## src/rtl/rtc_cal_pkg.sv

```systemverilog
package rtc_cal_pkg;

    localparam int NUM_WORDS = 7;

    typedef struct packed {
        logic [6:0] year;
        logic [3:0] month;
        logic [4:0] mday;
        logic [2:0] wday;
        logic [4:0] hour;
        logic [5:0] minute;
        logic [5:0] second;
    } cal_t;

    typedef struct packed {
        cal_t                 live;
        cal_t                 shadow;
        logic [NUM_WORDS-1:0] dirty;
        logic                 freeze;
        logic                 freeze_wait;
        logic                 commit;
        logic                 commit_wait;
        logic                 pulse;
    } rtc_state_t;

    localparam cal_t CAL_INIT = '{year: 7'd0, month: 4'd1, mday: 5'd1, wday: 3'd1,
                                  hour: 5'd0, minute: 6'd0, second: 6'd0};

    function automatic logic [4:0] days_in_month(logic [3:0] m, logic [6:0] y);
        logic [4:0] n;
        case (m)
            4'd2:                    n = (y[1:0] == 2'b00) ? 5'd29 : 5'd28;
            4'd4, 4'd6, 4'd9, 4'd11: n = 5'd30;
            default:                 n = 5'd31;
        endcase
        return n;
    endfunction

    function automatic logic [7:0] word_get(cal_t c, logic [2:0] idx);
        logic [7:0] v;
        case (idx)
            3'd0:    v = {2'b0, c.second};
            3'd1:    v = {2'b0, c.minute};
            3'd2:    v = {3'b0, c.hour};
            3'd3:    v = {5'b0, c.wday};
            3'd4:    v = {3'b0, c.mday};
            3'd5:    v = {4'b0, c.month};
            3'd6:    v = {1'b0, c.year};
            default: v = 8'h00;
        endcase
        return v;
    endfunction

    function automatic cal_t word_set(cal_t c, logic [2:0] idx, logic [7:0] v);
        cal_t r;
        r = c;
        case (idx)
            3'd0:    r.second = v[5:0];
            3'd1:    r.minute = v[5:0];
            3'd2:    r.hour   = v[4:0];
            3'd3:    r.wday   = v[2:0];
            3'd4:    r.mday   = v[4:0];
            3'd5:    r.month  = v[3:0];
            3'd6:    r.year   = v[6:0];
            default: r = c;
        endcase
        return r;
    endfunction

endpackage

```

## src/rtl/rtc_prescaler.sv

```systemverilog
module rtc_prescaler #(
    parameter int SUB_LOG2 = 8,
    parameter int REF_LOG2 = 6
) (
    input  logic clk,
    input  logic por_n,
    input  logic tick_en,
    input  logic realign,
    output logic refresh_tick,
    output logic sub_tick
);
    logic [SUB_LOG2-1:0] cnt_d, cnt_q;

    always_comb begin
        cnt_d = cnt_q;
        if (realign) begin
            cnt_d = '0;
        end else if (tick_en) begin
            cnt_d = cnt_q + 1'b1;
        end
    end

    always_ff @(posedge clk) begin
        if (!por_n) begin
            cnt_q <= '0;
        end else begin
            cnt_q <= cnt_d;
        end
    end

    assign refresh_tick = tick_en && (cnt_q[REF_LOG2-1:0] == {REF_LOG2{1'b1}});
    assign sub_tick     = tick_en && (cnt_q == {SUB_LOG2{1'b1}});
endmodule

```

## src/rtl/rtc_subsecond.sv

```systemverilog
module rtc_subsecond #(
    parameter int SUB_COUNT = 128,
    localparam int SUBW     = $clog2(SUB_COUNT)
) (
    input  logic            clk,
    input  logic            por_n,
    input  logic            sub_tick,
    input  logic            restart,
    output logic [SUBW-1:0] count,
    output logic            wrap
);
    localparam logic [SUBW-1:0] TOP = SUBW'(SUB_COUNT - 1);

    logic [SUBW-1:0] cnt_d, cnt_q;

    always_comb begin
        cnt_d = cnt_q;
        if (restart) begin
            cnt_d = TOP;
        end else if (sub_tick) begin
            cnt_d = (cnt_q == '0) ? TOP : cnt_q - 1'b1;
        end
    end

    always_ff @(posedge clk) begin
        if (!por_n) begin
            cnt_q <= TOP;
        end else begin
            cnt_q <= cnt_d;
        end
    end

    assign count = cnt_q;
    assign wrap  = sub_tick && !restart && (cnt_q == '0);
endmodule

```

## src/rtl/rtc_calendar_step.sv

```systemverilog
module rtc_calendar_step
    import rtc_cal_pkg::*;
(
    input  cal_t cur,
    output cal_t nxt
);
    logic carry_min, carry_hour, carry_day, carry_mon, carry_year;

    always_comb begin
        nxt        = cur;
        carry_min  = (cur.second == 6'd59);
        carry_hour = carry_min && (cur.minute == 6'd59);
        carry_day  = carry_hour && (cur.hour == 5'd23);
        carry_mon  = carry_day && (cur.mday >= days_in_month(cur.month, cur.year));
        carry_year = carry_mon && (cur.month >= 4'd12);

        nxt.second = carry_min ? 6'd0 : cur.second + 6'd1;
        if (carry_min) begin
            nxt.minute = carry_hour ? 6'd0 : cur.minute + 6'd1;
        end
        if (carry_hour) begin
            nxt.hour = carry_day ? 5'd0 : cur.hour + 5'd1;
        end
        if (carry_day) begin
            nxt.wday = (cur.wday >= 3'd7) ? 3'd1 : cur.wday + 3'd1;
            nxt.mday = carry_mon ? 5'd1 : cur.mday + 5'd1;
        end
        if (carry_mon) begin
            nxt.month = carry_year ? 4'd1 : cur.month + 4'd1;
        end
        if (carry_year) begin
            nxt.year = (cur.year >= 7'd99) ? 7'd0 : cur.year + 7'd1;
        end
    end
endmodule

```

## src/rtl/rtc_shadow_calendar.sv

```systemverilog
module rtc_shadow_calendar
    import rtc_cal_pkg::*;
#(
    parameter int SUB_COUNT = 128,
    parameter int SUB_LOG2  = 8,
    parameter int REF_LOG2  = 6,
    parameter int ADDR_W    = 4
) (
    input  logic              clk,
    input  logic              por_n,
    input  logic              rst_n,
    input  logic              tick_32k,
    input  logic [ADDR_W-1:0] bus_addr,
    input  logic [7:0]        bus_wdata,
    input  logic              bus_wr,
    output logic [7:0]        bus_rdata,
    output logic              sec_pulse
);
    localparam int SUBW = $clog2(SUB_COUNT);
    localparam logic [ADDR_W-1:0] A_CTRL  = ADDR_W'(8);
    localparam logic [ADDR_W-1:0] A_SUB   = ADDR_W'(9);
    localparam logic [ADDR_W-1:0] A_WORDS = ADDR_W'(NUM_WORDS);

    rtc_state_t st_d, st_q;

    logic            refresh_tick, sub_tick, wrap, restart;
    logic [SUBW-1:0] sub_count;
    logic            commit_apply, refresh_now, shadow_wr;
    cal_t            stepped;

    logic                 freeze_q, commit_q, commit_wait_q;
    logic [NUM_WORDS-1:0] dirty_q;
    logic [$bits(cal_t)-1:0] shadow_bits;

    assign restart = bus_wr && (bus_addr == A_SUB) && (bus_wdata == 8'h00);

    rtc_prescaler #(.SUB_LOG2(SUB_LOG2), .REF_LOG2(REF_LOG2)) u_presc (
        .clk          (clk),
        .por_n        (por_n),
        .tick_en      (tick_32k),
        .realign      (restart),
        .refresh_tick (refresh_tick),
        .sub_tick     (sub_tick)
    );

    rtc_subsecond #(.SUB_COUNT(SUB_COUNT)) u_sub (
        .clk      (clk),
        .por_n    (por_n),
        .sub_tick (sub_tick),
        .restart  (restart),
        .count    (sub_count),
        .wrap     (wrap)
    );

    rtc_calendar_step u_step (
        .cur (st_q.live),
        .nxt (stepped)
    );

    assign shadow_wr    = bus_wr && st_q.commit && (bus_addr < A_WORDS);
    assign commit_apply = st_q.commit_wait && refresh_tick;
    assign refresh_now  = refresh_tick && !st_q.freeze && !st_q.commit && !st_q.commit_wait;

    always_comb begin
        st_d = st_q;

        // live counters: advance on wrap, then overlay committed words
        st_d.live  = wrap ? stepped : st_q.live;
        st_d.pulse = wrap;
        if (commit_apply) begin
            for (int i = 0; i < NUM_WORDS; i++) begin
                if (st_q.dirty[i]) begin
                    st_d.live = word_set(st_d.live, 3'(i), word_get(st_q.shadow, 3'(i)));
                end
            end
            st_d.dirty       = '0;
            st_d.commit_wait = 1'b0;
        end

        // shadow refresh from live side
        if (refresh_now) begin
            st_d.shadow      = st_q.live;
            st_d.freeze_wait = 1'b0;
        end

        // processor writes into the shadow bank
        if (shadow_wr) begin
            st_d.shadow = word_set(st_q.shadow, bus_addr[2:0], bus_wdata);
            st_d.dirty[bus_addr[2:0]] = 1'b1;
        end

        // control word
        if (bus_wr && (bus_addr == A_CTRL)) begin
            st_d.freeze = bus_wdata[0];
            st_d.commit = bus_wdata[1];
            if (st_q.freeze && !bus_wdata[0]) begin
                st_d.freeze_wait = 1'b1;
            end
            if (st_q.commit && !bus_wdata[1]) begin
                st_d.commit_wait = 1'b1;
            end
        end
    end

    always_ff @(posedge clk) begin
        if (!por_n) begin
            st_q.live        <= CAL_INIT;
            st_q.shadow      <= CAL_INIT;
            st_q.dirty       <= '0;
            st_q.freeze      <= 1'b0;
            st_q.freeze_wait <= 1'b0;
            st_q.commit      <= 1'b0;
            st_q.commit_wait <= 1'b0;
            st_q.pulse       <= 1'b0;
        end else if (!rst_n) begin
            st_q.live        <= st_d.live;
            st_q.shadow      <= st_q.shadow;
            st_q.dirty       <= '0;
            st_q.freeze      <= 1'b0;
            st_q.freeze_wait <= 1'b0;
            st_q.commit      <= 1'b0;
            st_q.commit_wait <= 1'b0;
            st_q.pulse       <= st_d.pulse;
        end else begin
            st_q <= st_d;
        end
    end

    always_comb begin
        bus_rdata = 8'h00;
        if (bus_addr < A_WORDS) begin
            bus_rdata = word_get(st_q.shadow, bus_addr[2:0]);
        end else if (bus_addr == A_CTRL) begin
            bus_rdata = {6'b0, st_q.commit | st_q.commit_wait, st_q.freeze | st_q.freeze_wait};
        end else if (bus_addr == A_SUB) begin
            bus_rdata = 8'(sub_count);
        end
    end

    assign sec_pulse     = st_q.pulse;
    assign freeze_q      = st_q.freeze;
    assign commit_q      = st_q.commit;
    assign commit_wait_q = st_q.commit_wait;
    assign dirty_q       = st_q.dirty;
    assign shadow_bits   = st_q.shadow;
endmodule

```

## config.mk

```make
export PLATFORM = sky130hd
export DESIGN_NAME = rtc_shadow_calendar
export DESIGN_NICKNAME = d
export VERILOG_FILES = /design/src/rtl/rtc_cal_pkg.sv /design/src/rtl/rtc_prescaler.sv /design/src/rtl/rtc_subsecond.sv /design/src/rtl/rtc_calendar_step.sv /design/src/rtl/rtc_shadow_calendar.sv
export SDC_FILE = /design/constraint.sdc
export NUM_CORES = 1
export LEC_CHECK = 0
export ABC_AREA = 1
export BUFFER_PORTS_ARGS = -buffer_cell sky130_fd_sc_hd__buf_2
export CAP_MARGIN = 20
export CORE_MARGIN = 5
export CORE_UTILIZATION = 35
export CTS_CLUSTER_SIZE = 12
export DETAILED_ROUTE_END_ITERATION = 8
export GPL_TIMING_DRIVEN = 0
export HOLD_SLACK_MARGIN = 0.12
export PLACE_DENSITY = 0.47
export RECOVER_POWER = 25
export SETUP_SLACK_MARGIN = 0.1
export SLEW_MARGIN = 15
export SYNTH_ARGS = -nofsm -noshare
export SYNTH_HDL_FRONTEND = slang
export SYNTH_SLANG_ARGS = --single-unit
export TNS_END_PERCENT = 100
```

## constraint.sdc

```tcl
create_clock -name clk -period 3 [get_ports clk]
set_clock_uncertainty 0.15 [all_clocks]
set_input_delay 0.6 -clock clk [delete_from_list [all_inputs] [get_ports clk]]
set_output_delay 0.6 -clock clk [all_outputs]
set_load 0.01 [all_outputs]
```

# == Word-level counts from Yosys, hierarchy flattened ==
# Index checks and enable logic that the tools add are counted.
# classes
addsub,9
mux,45
bitwise,4
n_eq_ne,25
order_cmp,7
n_reduce_logical,41
# op_table
operator,count
$mux 36,4
$mux 7,7
$pmux 7 s7,1
$mux 43,1
$mux 6,6
$mux 29,1
$mux 25,1
$mux 5,5
$reduce_and 3->1,7
$logic_and 1x1->1,20
$mux 20,1
$eq 6x6->1 const B,3
$mux 17,1
$eq 4x4->1 const B,4
$mux 8,2
$ne 2x1->1 const B,7
$add 6x1->6 const B,2
$mux 12,1
$mux 4,3
$add 5x1->5 const B,2
$pmux 5 s2,1
$eq 3x3->1 const B,3
$mux 3,3
$add 8x1->8 const B,1
31 further kinds,44
# word_totals
word_cells,153
input_bits,17
ff_bits,99
output_inout_bits,9

# == Depth between registers and ports, before layout ==
# depth
ltp_word,17
mapped_depth,19
mapped_depth_nobuf,19

# == Modules after synthesis ==
# Synthesis repeated with hierarchy kept, for this count alone.
# unflattened
hier_cells,1007
hier_area_um2,6316.1
# modules_own_cells
mod,cells_per_inst,area_per_inst_um2,n_inst
rtc_shadow_calendar,686,4396.7,1
rtc_calendar_step,211,1146.1,1
rtc_subsecond,57,390.4,1
rtc_prescaler,53,382.9,1

# == Worst setup path after synthesis ==
# Ideal clock, no wire load.
# synth_timing
kind,reg2reg
start,register st_q[73] (netlist name)
end,register st_q[78] (netlist name)
arrival_time_ns,2.067
period_less_slack_ns,2.333
stages_incl_launch_ff,17
slack_ns,0.667
setup_ns,0.116
required_ns,2.734
path_cell_list,dfxtp_1 -> inv_1 -> ha_1 -> nor3b_1 -> a21oi_1 -> ha_1 -> o21ai_0 -> nand2_1 -> nand2_1 -> inv_1 -> nand2_2 -> nor2_4 -> nand2_2 -> nand2_1 -> o21ai_1 -> o21ai_0 -> inv_1
# synth_between
elab_chain_len,10
word_cells_on_any_way,15
cone_classes,2 x order compare; 5 x eq/ne; 5 x mux; 3 x reduce/logical
# synth_lines
element,line,source
start: declaration,rtc_shadow_calendar.sv:24,"rtc_state_t st_d, st_q;"
start signal: assignment,rtc_shadow_calendar.sv:125,st_q <= st_d;
$eq 4x3->1 or $eq 4x4->1 (tied branches),rtc_cal_pkg.sv:31,case (m)
$reduce_or 4->1,rtc_cal_pkg.sv:31,
$pmux 5 s2,rtc_cal_pkg.sv:31,
$ge 5x5->1,rtc_calendar_step.sv:14,"carry_mon = carry_day && (cur.mday >= days_in_month(cur.month, cur.year));"
$logic_and 1x1->1,rtc_calendar_step.sv:14,
$logic_and 1x1->1 (*),rtc_calendar_step.sv:15,carry_year = carry_mon && (cur.month >= 4'd12);
$mux 7 (*),rtc_calendar_step.sv:31,if (carry_year) begin
$mux 36 (*),rtc_shadow_calendar.sv:68,st_d.live = wrap ? stepped : st_q.live;
$mux 36,rtc_shadow_calendar.sv:72,if (st_q.dirty[i]) begin
$mux 36 (*),rtc_shadow_calendar.sv:70,if (commit_apply) begin
# Every way passes the cells marked *; elsewhere a longest branch is shown, timed or not.
# A chain may end at the register's enable or synchronous reset.

# == Final worst setup path ==
# layout_timing
start,input bus_addr[0]
end,output bus_rdata[1]
# layout_between
elab_chain_len,4
word_cells_on_any_way,14
cone_classes,1 x order compare; 8 x eq/ne; 4 x mux; 1 x reduce/logical
# layout_lines
element,line,source
start: declaration,rtc_shadow_calendar.sv:13,"input logic [ADDR_W-1:0] bus_addr,"
$eq 4x4->1,rtc_shadow_calendar.sv:135,end else if (bus_addr == A_SUB) begin
$mux 7,rtc_shadow_calendar.sv:135,
$mux 7,rtc_shadow_calendar.sv:133,end else if (bus_addr == A_CTRL) begin
$mux 8 (*),rtc_shadow_calendar.sv:131,if (bus_addr < A_WORDS) begin
end: declaration,rtc_shadow_calendar.sv:16,"output logic [7:0] bus_rdata,"
# Marked as above.

==> reports/results.txt <==
Count of final setup violators: 0. After clock tree synthesis, the clock-pin slew on the worst setup and hold paths is 0.07 ns. The number of distinct library cell variants in the gate-level netlist after synthesis was 48. Number of hold violations in the final report: 0.

The cell area after placement came out at 0.00604 sq mm. Fill cells in the final layout number 1,732. The number of warnings issued by yosys is 0, and the clock latency at the later pin of the worst-skew pair is 0.35 ns. The pre-antenna-repair detailed-routing pass consisted of 5 iterations.

Dividing the detail-routed wire length by the instance count gives 17.8 microns. The number of vias in the routed layout came out at 5,824. The fraction of power spent switching nets came out at 22.8%. Summed over all cells, the static leakage comes to 0.00284 uW.

The setup slack of the worst register-to-register path is 0.30 ns, and the via count of the first global-routing pass is 5,470. The area growth from synthesis to layout is 12.7%. In this design, the critical path's most frequently occurring cell is sky130_fd_sc_hd__buf_2. The top cell type by area accounts for 35.1% of the synthesized area.

Combinational logic is responsible for 4.6% of the overall power. The library cell used most frequently in the layout, excluding fill and tap cells, is sky130_fd_sc_hd__nand2_1. For this design, the sink count on the clock tree is 99.

The endpoint identified for the worst register-to-register timing path is st_q[59]$_SDFF_PN0_. After the last flow step, the layout net total stands at 910. After floorplanning, the core was sized to cover 0.0159 sq mm.

Summed over all instances, the cell type with the most area after synthesis is sky130_fd_sc_hd__dfxtp_1. Max-cap violations in this run came to 0. Total routed wirelength: 19.5 mm.

Once the floorplan was initialized, standard cells occupied 35.6% of the core. For this run, asynchronously set or reset flops after synthesis account for 0%. For the data arrival time of the worst path, the log shows 2.07 ns. The fraction of final layout cells with drive strength greater than 1 is 9.52%. The critical path is of the in -> out type. The maximum fanout encountered on the critical timing path came out at 9. The critical path goes through buf_2 > inv_1 > nand2_1 > clkinv_2 > a221oi_1 > a41oi_1 > buf_2. The post-detailed-route via-to-cell ratio was 5.30; the top-level I/O count was 26.

The final worst-path cycle share was 94.1%. The tools report the last element of the critical path as bus_rdata[1]. Cell with the largest stage delay on the worst path: sky130_fd_sc_hd__a221oi_1. After synthesis the cells add up to 0.00565 sq mm. The routability-driven placement congestion ratio was 0.932. The worst hold path belongs to the class reg -> reg. In this run, synthesis produced a sequential element count of 99. The run gives 2.25 ns as the required time at the worst-slack endpoint.

Setup repair after global routing left no endpoint under its margin. The antenna diode count is 0, and the die height is 137 microns. Number of max-slew violations in the final report: 0. For the worst ir drop on vdd, the log shows 0.261 mV.

In this run, the number of DRC markers left after iteration 0 of detailed routing was 484. The die covers 0.0188 sq mm. The synthesized netlist net count came out at 874. Summing all non-filler instances in the final layout gives an area of 0.00637 sq mm. The half-perimeter wire length after detailed placement was 14.7 mm. The worst setup path is launched from a primary input.

Summed over all failing endpoints, the final setup total negative slack is 0 ns. The tools report the pin count of the biggest net entering global routing as 16. Power density over cell area: 424 mW/mm^2.

For the reported net switching power, the log shows 615 uW. Of the total power, registers draw 48.8%. Global routing used 21.6% of the available tracks.

The die span in x was 137 microns. Once detail routing completed, the nets flagged for antenna violations numbered 0. Counting every instance in the synthesized netlist gives 841. In this run the critical register-to-register path is launched from u_presc.cnt_q[1]$_SDFFE_PP0P_. Once layout is complete, the utilization of the core stands at 40.1%. The global-route wire length before repair was 30.5 mm; the relative slew slack was 42.8%. The cell count of the worst hold path was 2. Yosys attributes the largest share of cell area to sky130_fd_sc_hd__dfxtp_1 35%, sky130_fd_sc_hd__nand2_1 10%, sky130_fd_sc_hd__o21ai_0 8.9%, sky130_fd_sc_hd__inv_1 7.9%, sky130_fd_sc_hd__a21oi_1 7.3%. The tools report the CTS root buffer as sky130_fd_sc_hd__clkbuf_16. Of the total power, the clock network draws 46.6%. The number of cells on the worst reg-to-reg path is 12. The largest single stage delay on the critical path is 0.47 ns.

The run finished with clean final reports. STA classifies the critical path endpoint as an output pin. For this run, the top clock speed supported by timing is 354 MHz. The worst path in the final design needs a cycle of 2.82 ns, including I/O delays and setup. The top cell types in the final layout, fill and taps aside, are 151 x sky130_fd_sc_hd__nand2_1, 119 x sky130_fd_sc_hd__inv_1, 101 x sky130_fd_sc_hd__o21ai_0. The initialized floorplan defines 46 standard-cell rows. TritonCTS built the clock tree. Launching element of the worst setup path: bus_addr[0].

The tools report the cell-internal power as 2090 uW. For this run, the leading register cell type out of synthesis is sky130_fd_sc_hd__dfxtp_1. The clock tree synthesis step divided the H-tree into 3 levels.

Clock tree synthesis inserted a total of 9 buffers. At the pin with the least slew margin, the transition time is 0.859 ns. In this run, synthesis inferred 0 flip-flops with an integrated enable.

The number of antenna violations at the first check in global routing was 0. In this run the tool buffered the top-level ports with 24 buffer cells. The leftover overflow at the end of global routing was 0. For this run, design rule violations remaining after detail routing come to 0. After synthesis, flip-flops and latches occupy 35.1% of the total area. The buffer depth of the longest clock path is 2. The synthesized area per cell is 6.72 sq um.
==> per-layer routing <==
layer / wire length, microns / part of all wire, % / vias up / track usage (%)
met5: 0 / 0 / - / 0
met4: 694 / 3.6 / 0 / 9.31
met3: 1320 / 6.7 / 36 / 4.34
met2: 8550 / 44 / 180 / 32.9
met1: 8970 / 46 / 2738 / 29.5
li1: - / - / 2870 / -
==> cell families after synthesis <==
logic type,Yosys count,share of synthesized area [%]
fa+ha+maj,16,3.54
buf+inv,147,10.2
simple gates,339,27.2
xor+xnor,7,1.08
compound gates,232,22.9
other cells,1,0.0663
flops,99,35.1
==> per-stage QoR <==
| step | instances | worst slack [ns] | hold slack [ns] | power [uW] |
|---|---|---|---|---|
| global placement | 1081 | 0.0529 | 0.306 | 1470 |
| global route | 1098 | 0.0719 | 0.340 | 2800 |
| floorplan | 841 | 0.667 | 0.294 | 1420 |
| CTS | 1097 | 0.148 | 0.317 | 2750 |
| detailed placement | 1081 | 0.0683 | 0.306 | 1470 |
| finish | 1098 | 0.177 | 0.315 | 2700 |
==> worst min-delay path by stage <==
stage	startpoint	end	slack (ns)
2_1_floorplan	u_sub.count[0]$_SDFFE_PP1P_	u_sub.count[0]$_SDFFE_PP1P_	0.29
3_3_place_gp	dirty_q[2]$_SDFF_PN0_	dirty_q[2]$_SDFF_PN0_	0.31
3_5_place_dp	dirty_q[0]$_SDFF_PN0_	dirty_q[0]$_SDFF_PN0_	0.31
4_1_cts	dirty_q[0]$_SDFF_PN0_	dirty_q[0]$_SDFF_PN0_	0.32
5_1_grt	dirty_q[3]$_SDFF_PN0_	dirty_q[3]$_SDFF_PN0_	0.34
6_report	shadow_bits[5]$_SDFFE_PN0P_	st_q[53]$_SDFF_PN0_	0.31
==> synth_stat cells, drive strengths merged (3+ instances only) <==
master	count
nand2	155
inv	125
o21ai	114
dfxtp	99
nor2	94
a21oi	82
nand3	58
ha	16
nor3	13
clkbuf	11
nand4	10
buf	7
o22ai	7
o211ai	6
a221oi	4
a31oi	4
clkinv	4
nor3b	4
o31ai	4
xor2	4
a211oi	3
nand3b	3
xnor2	3
==> repair_timing <==
action,in CTS,in global routing
pin swaps,0,1
buffers inserted,0,1
gates resized for setup,1,6
endpoints found under the setup margin,2,10
hold buffers,0,0
==> registers in the layout, indices dropped and copies added (netlist names), 7 cells and up <==
name           count
u_presc.cnt_q      8
st_q              37
dirty_q            7
shadow_bits       36
u_sub.count        7
==> final cells by class <==
| type | count | area [sq um] | share of cell area (%) |
|---|---|---|---|
| clock inverter | 3 | 43.8 | 0.687 |
| tap | 216 | 270 | 4.24 |
| inverter | 129 | 488 | 7.66 |
| buffer | 18 | 90.1 | 1.41 |
| timing repair buffer | 25 | 125 | 1.96 |
| multi-input combinational | 595 | 3090 | 48.5 |
| sequential | 99 | 1980 | 31.1 |
| clock buffer | 13 | 280 | 4.40 |
==> critical path: cells and delay by family <==
family | cells | cell delay (ns)
buf+inv | 4 | 0.63
simple gates | 1 | 0.11
compound gates | 2 | 0.73
==> power groups by stage <==
stage	clock (uW)	combinational [uW]	sequential, uW
2_1_floorplan	0	66.4	1350
3_3_place_gp	0	123	1350
3_5_place_dp	0	124	1350
4_1_cts	1300	124	1320
5_1_grt	1350	136	1320
6_report	1260	124	1320
Note: power is estimated with default switching activity, not from simulation.
